File: config.mk
export PLATFORM = sky130hd
export DESIGN_NAME = cg_ctrl
export DESIGN_NICKNAME = d
export VERILOG_FILES = /design/src/rtl/cg_pkg.sv /design/src/rtl/cg_lag_unit.sv /design/src/rtl/cg_read_mux.sv /design/src/rtl/cg_ctrl.sv
export SDC_FILE = /design/constraint.sdc
export NUM_CORES = 1
export LEC_CHECK = 0
export ABC_AREA = 1
export BUFFER_PORTS_ARGS = -buffer_cell sky130_fd_sc_hd__buf_2
export CAP_MARGIN = 25
export CORE_MARGIN = 1
export CORE_UTILIZATION = 40
export CTS_CLUSTER_DIAMETER = 120
export DETAILED_ROUTE_END_ITERATION = 16
export PLACE_DENSITY = 0.66
export SLEW_MARGIN = 10
export SYNTH_ARGS = -nofsm -noshare
export SYNTH_HDL_FRONTEND = slang
export SYNTH_SLANG_ARGS = --single-unit
File: constraint.sdc
create_clock -name clk -period 1.05 [get_ports clk]
set_clock_uncertainty 0.05 [all_clocks]
set_input_delay 0 -clock clk [delete_from_list [all_inputs] [get_ports clk]]
set_output_delay 0 -clock clk [all_outputs]
set_load 0.02 [all_outputs]
File: src/rtl/cg_pkg.sv
package cg_pkg;
  localparam int WORD_DOM_BASE = 16;
  localparam int WORD_CLKSEL   = 20;
  localparam int WORD_PERRST   = 24;
  localparam int WORD_DEVRST   = 28;
  localparam int OPT_BIT       = 18;
  localparam int RST_BIT       = 1;

  typedef enum logic [1:0] {
    MODE_OFF  = 2'd0,
    MODE_OFF1 = 2'd1,
    MODE_ON   = 2'd2,
    MODE_RSVD = 2'd3
  } mode_e;

  typedef enum logic [1:0] {
    IDLE_FUNC = 2'd0,
    IDLE_OFF  = 2'd3
  } idle_e;
endpackage

File: src/rtl/cg_lag_unit.sv
// Holds a requested value and publishes it LAT edges after the load edge.
module cg_lag_unit #(
  parameter int W = 1,
  parameter int LAT = 8,
  parameter logic [W-1:0] RST_VAL = '0
) (
  input  logic         clk,
  input  logic         rst_n,
  input  logic         load,
  input  logic [W-1:0] value,
  output logic [W-1:0] cur
);
  localparam int CW = (LAT > 2) ? $clog2(LAT) : 1;

  logic [W-1:0]  tgt;
  logic          busy;
  logic [CW-1:0] cnt;

  always_ff @(posedge clk or negedge rst_n) begin
    if (!rst_n) begin
      tgt  <= RST_VAL;
      cur  <= RST_VAL;
      busy <= 1'b0;
      cnt  <= '0;
    end else if (load) begin
      tgt  <= value;
      busy <= 1'b1;
      cnt  <= CW'(LAT - 1);
    end else if (busy) begin
      if (cnt == '0) begin
        cur  <= tgt;
        busy <= 1'b0;
      end else begin
        cnt <= cnt - 1'b1;
      end
    end
  end
endmodule

File: src/rtl/cg_read_mux.sv
module cg_read_mux import cg_pkg::*; #(
  parameter int N_MOD = 4,
  parameter int N_DOM = 2,
  parameter int IDX_W = 6
) (
  input  logic [IDX_W-1:0]            word,
  input  logic [N_MOD-1:0][31:0]      mod_img,
  input  logic [N_DOM-1:0][31:0]      dom_img,
  input  logic [1:0]                  clk_sel,
  input  logic                        sub_rst,
  output logic [31:0]                 rdata
);
  always_comb begin
    rdata = '0;
    for (int i = 0; i < N_MOD; i++)
      if (word == IDX_W'(i)) rdata = mod_img[i];
    for (int d = 0; d < N_DOM; d++)
      if (word == IDX_W'(WORD_DOM_BASE + d)) rdata = dom_img[d];
    if (word == IDX_W'(WORD_CLKSEL)) rdata = {30'd0, clk_sel};
    if (word == IDX_W'(WORD_PERRST)) rdata = {30'd0, sub_rst, 1'b0};
  end
endmodule

File: src/rtl/cg_ctrl.sv
module cg_ctrl import cg_pkg::*; #(
  parameter int N_MOD = 4,
  parameter int N_DOM = 2,
  parameter int LAT = 8,
  parameter int ADDR_W = 8,
  parameter logic [N_MOD-1:0]   OPT_MASK = 4'b1100,
  parameter logic [3*N_DOM-1:0] ACT_MASK = 6'b111001
) (
  input  logic                clk,
  input  logic                rst_n,
  input  logic                req_valid,
  output logic                req_ready,
  input  logic                req_write,
  input  logic [ADDR_W-1:0]   req_addr,
  input  logic [31:0]         req_wdata,
  output logic                rsp_valid,
  output logic [31:0]         rsp_rdata,
  output logic [N_MOD-1:0]    mod_en_o,
  output logic [N_MOD-1:0]    mod_opt_o,
  output logic [3*N_DOM-1:0]  dom_act_o,
  output logic [1:0]          clk_sel_o,
  output logic                sub_rst_o,
  output logic                warm_rst_o
);
  localparam int IDX_W = ADDR_W - 2;

  logic             wr_en, rd_en;
  logic [IDX_W-1:0] word;
  mode_e            wmode;
  logic [N_MOD-1:0][31:0] mod_img;
  logic [N_DOM-1:0][31:0] dom_img;
  logic [31:0]      rd_mux;
  logic             unused_bits;

  assign req_ready   = 1'b1;
  assign wr_en       = req_valid & req_write;
  assign rd_en       = req_valid & ~req_write;
  assign word        = req_addr[ADDR_W-1:2];
  assign wmode       = mode_e'(req_wdata[1:0]);
  assign unused_bits = ^{req_wdata[31:19], req_wdata[17:2], req_addr[1:0]};

  // Per-module mode/optional-enable state with modelled handshake lag
  for (genvar i = 0; i < N_MOD; i++) begin : g_mod
    logic       load;
    logic [2:0] value, cur;
    idle_e      idle;

    assign load  = wr_en && (word == IDX_W'(i)) && (wmode != MODE_RSVD);
    assign value = {OPT_MASK[i] & req_wdata[OPT_BIT],
                    (wmode == MODE_ON) ? MODE_ON : MODE_OFF};

    cg_lag_unit #(.W(3), .LAT(LAT), .RST_VAL(3'b000)) u_lag (
      .clk(clk), .rst_n(rst_n), .load(load), .value(value), .cur(cur));

    assign idle         = (mode_e'(cur[1:0]) == MODE_ON) ? IDLE_FUNC : IDLE_OFF;
    assign mod_en_o[i]  = (mode_e'(cur[1:0]) == MODE_ON);
    assign mod_opt_o[i] = cur[2];
    assign mod_img[i]   = {13'd0, cur[2], idle, 14'd0, cur[1:0]};
  end

  // Clock-domain transition control and lagged activity bits
  for (genvar d = 0; d < N_DOM; d++) begin : g_dom
    logic       hit, act;
    logic [1:0] ctl;
    logic [2:0] act_bits;

    assign hit = wr_en && (word == IDX_W'(WORD_DOM_BASE + d));

    always_ff @(posedge clk or negedge rst_n) begin
      if (!rst_n)   ctl <= 2'd0;
      else if (hit) ctl <= req_wdata[1:0];
    end

    cg_lag_unit #(.W(1), .LAT(LAT), .RST_VAL(1'b0)) u_lag (
      .clk(clk), .rst_n(rst_n), .load(hit),
      .value(req_wdata[1:0] == 2'd2), .cur(act));

    assign act_bits           = {3{act}} & ACT_MASK[3*d +: 3];
    assign dom_act_o[3*d +: 3] = act_bits;
    assign dom_img[d]         = {25'd0, act_bits, 2'b00, ctl};
  end

  // Source select, reset controls and read response
  always_ff @(posedge clk or negedge rst_n) begin
    if (!rst_n) begin
      clk_sel_o  <= 2'd0;
      sub_rst_o  <= 1'b1;
      warm_rst_o <= 1'b0;
      rsp_valid  <= 1'b0;
      rsp_rdata  <= '0;
    end else begin
      if (wr_en && word == IDX_W'(WORD_CLKSEL) && req_wdata[1:0] != 2'd3)
        clk_sel_o <= req_wdata[1:0];
      if (wr_en && word == IDX_W'(WORD_PERRST))
        sub_rst_o <= req_wdata[RST_BIT];
      warm_rst_o <= wr_en && word == IDX_W'(WORD_DEVRST) && req_wdata[RST_BIT];
      rsp_valid  <= rd_en;
      if (rd_en) rsp_rdata <= rd_mux;
    end
  end

  cg_read_mux #(.N_MOD(N_MOD), .N_DOM(N_DOM), .IDX_W(IDX_W)) u_rmux (
    .word(word), .mod_img(mod_img), .dom_img(dom_img),
    .clk_sel(clk_sel_o), .sub_rst(sub_rst_o), .rdata(rd_mux));
endmodule

==> results.sh <==
export IMPL_max_freq_mhz=867
export IMPL_antenna_found_initial=0
export IMPL_detailedPlace_worstSlack_ns=-0.164
export IMPL_fp_dieArea_um2=7740
export IMPL_vias=2480
export IMPL_dr_pass1_iters=4
export IMPL_dp_hpwl_um=4490
export IMPL_period_share_pct=110
export IMPL_dpl_cell_area_um2=3580
export IMPL_switching_share_pct=36.6
export IMPL_die_height_um=88.0
export IMPL_clkSinkCount=55
export IMPL_drive_above_1_share_pct=42.0
export IMPL_p_seq_share_pct=39.6
export IMPL_maxCapViolCount=0
export IMPL_hold_path_class="input pin to flip-flop"
export IMPL_postSynthCellCount=352
export IMPL_cp_start_kind="flip-flop"
export IMPL_final_cell_mix="nand2_1, buf_4, dfrtp_1"
export IMPL_routed_wl_um=6300
export IMPL_yosys_area_top_type="dfrtp_1"
export IMPL_areaGrowthSynthToFinish_pct=35.8
export IMPL_status="complete, but fails checks"
export IMPL_drc=0
export IMPL_syn_mean_instance_area_um2=8.40
export IMPL_grt_total_usage_pct=16.8
export IMPL_final_common_cell="nand2_1"
export IMPL_power_density_nw_per_um2=1760
export IMPL_clockBufferDepth=2
export IMPL_final_cell_area_um2=4020
export IMPL_synth_warning_count=0
export IMPL_cts_max_level=2
export IMPL_clk_insertion_delay_late_ns=0.31
export IMPL_end_kind="flip-flop"
export IMPL_utilization_pct=57.5
export IMPL_cts_root_buf="clkbuf_8"
export IMPL_ant_nets=0
export IMPL_worstPathArrival_ns=1.31
export IMPL_leakage_nw=2.11
export IMPL_synth_top_area_share_pct=45.7
export IMPL_p_switching_mw=2.59
export IMPL_cts_inserted_buffers=5
export IMPL_drt_iter0_markers=107
export IMPL_die_x_um=88.0
export IMPL_core_area_um2=6980
export IMPL_nets=510
export IMPL_insertedDiodeCount=0
export IMPL_violations="negative setup slack"
export IMPL_place_gp_congestion=0.790
export IMPL_wl_per_cell_um=11.4
export IMPL_drv_slew=0
export IMPL_power_frac_comb_pct=43.7
export IMPL_report_final_hold_viol_count=0
export IMPL_portBuffers=35
export IMPL_criticalPathCategory="flip-flop to flip-flop"
export IMPL_cts_tree="built"
export IMPL_synth_yosys_seq_area_share_pct=46.6
export IMPL_crit_path_max_fanout=3
export IMPL_ir_drop_v=0.00106
export IMPL_grt_max_degree=31
export IMPL_critPathRequiredTime_ns=1.21
export IMPL_p_int_mw=4.47
export IMPL_yosys_top_cells_area="dfrtp_1, nand2_1, buf_4"
export IMPL_viasPerCell=4.50
export IMPL_synthDistinctLibCells=27
export IMPL_ios=96
export IMPL_grt_pass1_vias=2306
export IMPL_synth_seq_cells=55
export IMPL_power_mw=7.06
export IMPL_core_rowCount=30
export IMPL_setup_viol=29
export IMPL_grt_setup_unrepaired="true"
export IMPL_grt_pass1_wl_um=10100
export IMPL_layout_setup_ws_ns=-0.103
export IMPL_path_clk_slew_ns=0.10
export IMPL_gr_total_overflow=0
export IMPL_power_frac_clock_pct=16.7
export IMPL_syn_area_um2=2960
export IMPL_start_util_pct=42.3
export IMPL_period_needed_ns=1.15
==> routing by layer <==
layer	GRT usage [%]	wire (µm)
met4	3.58	53
met3	3.58	231
met2	29.7	3260
met5	0	0
met1	21.2	2750
==> logic make-up (layout without fill, tap and decap cells) <==
| family | count (synthesis) | in the layout | synth area share, % |
|---|---|---|---|
| buffers and inverters | 88 | 164 | 15.6 |
| flip-flops | 55 | 55 | 46.6 |
| other | 2 | 29 | 0.254 |
| AO/OA/AOI/OAI | 49 | 49 | 8.51 |
| AND/OR/NAND/NOR | 146 | 146 | 24.0 |
| adder cells (fa/ha/maj) | 12 | 12 | 5.08 |
==> state kept, by name, summed over array words and instances, names as in the netlist <==
register          flops
g_mod.u_lag.cnt      12
g_dom.u_lag.cnt       6
g_mod.u_lag.cur       6
g_mod.u_lag.tgt       6
rsp_rdata             6
g_dom.ctl             4
g_mod.u_lag.busy      4
clk_sel_o             2
g_dom.u_lag.busy      2
g_dom.u_lag.cur       2
g_dom.u_lag.tgt       2
rsp_valid             1
sub_rst_o             1
warm_rst_o            1
==> synthesized netlist by cell type <==
| cell type | count |
|---|---|
| a21oi_1 | 8 |
| inv_2 | 2 |
| nor2_2 | 4 |
| o211ai_1 | 1 |
| inv_1 | 50 |
| nor3b_1 | 2 |
| nor2_4 | 4 |
| ha_1 | 12 |
| buf_4 | 35 |
| nand2_4 | 3 |
| and3_1 | 1 |
| clkinv_1 | 1 |
| nand3_1 | 16 |
| dfstp_2 | 1 |
| nand2_2 | 8 |
| a22oi_1 | 1 |
| o21ai_1 | 7 |
| dfrtp_1 | 54 |
| nor3_4 | 1 |
| nand2_1 | 82 |
| nand4_1 | 10 |
| o21ai_0 | 31 |
| nor3_1 | 3 |
| a31oi_1 | 1 |
| conb_1 | 2 |
| nor2_1 | 11 |
| nand3_2 | 1 |
==> per-stage QoR <==
step                hold slack, ns  cells  TNS (ns)
floorplan                   -0.346    379    -0.208
global placement           -0.0318    524     -1.84
detailed placement         -0.0246    524     -2.98
CTS                         0.0407    544     -1.64
global route                0.0643    551     -4.03
finish                      0.0410    551     -2.00
==> final cells by class <==
cell class                 count  area, µm²
clock inverter                 3       15.0
inverter                      53        206
sequential                    55       1380
timing repair buffer         103        747
multi-input combinational    236       1480
clock buffer                   5       68.8
fill                         668       2970
tap                           96        120
==> path summary, 6_finish.rpt <==
kind                                                    from                           endpoint  slack [ns]  cells after the start
max                        g_dom[0].u_lag.cnt[1]$_DFFE_PN0P_  g_dom[0].u_lag.cnt[2]$_DFFE_PN0P_       -0.10                      8
min                                                req_write           rsp_rdata[1]$_DFFE_PN0P_        0.04                      5
max reg2reg                g_dom[0].u_lag.cnt[1]$_DFFE_PN0P_  g_dom[0].u_lag.cnt[2]$_DFFE_PN0P_       -0.10                      8
min reg2reg                         rsp_rdata[4]$_DFFE_PN0P_           rsp_rdata[4]$_DFFE_PN0P_        0.44                      2
max in group asynchronous                              rst_n  g_mod[0].u_lag.cnt[1]$_DFFE_PN0P_        0.47                      3
min in group asynchronous                              rst_n  g_mod[2].u_lag.cnt[1]$_DFFE_PN0P_        0.16                      3
==> repair_timing <==
action / CTS / global route
buffers inserted: 7 / 7
hold endpoints to repair: 60 / 0
gates resized for setup: 20 / 41
pin swaps: 17 / 10
setup endpoints to repair: 28 / 35
hold buffers: 5 / 0
==> worst max-delay path, cell delays in order, from the launching register on <==
cell and delay, ns:
dfrtp_1 0.37, inv_2 0.06, ha_4 0.17, nand2_4 0.06, nand2_4 0.05, nand2_4 0.06
nand2_2 0.05, a21oi_2 0.11, o21ai_1 0.06
==> power by group through the flow <==
stage | registers (mW) | logic, mW | clock network, mW
after floorplan | 2.86 | 1.59 | 0
after global placement | 2.81 | 2.23 | 0
after detailed placement | 2.83 | 2.33 | 0
after CTS | 2.79 | 2.64 | 1.19
after global routing | 2.84 | 3.42 | 1.28
final | 2.80 | 3.08 | 1.18
Power figures use the tool's default switching activity.
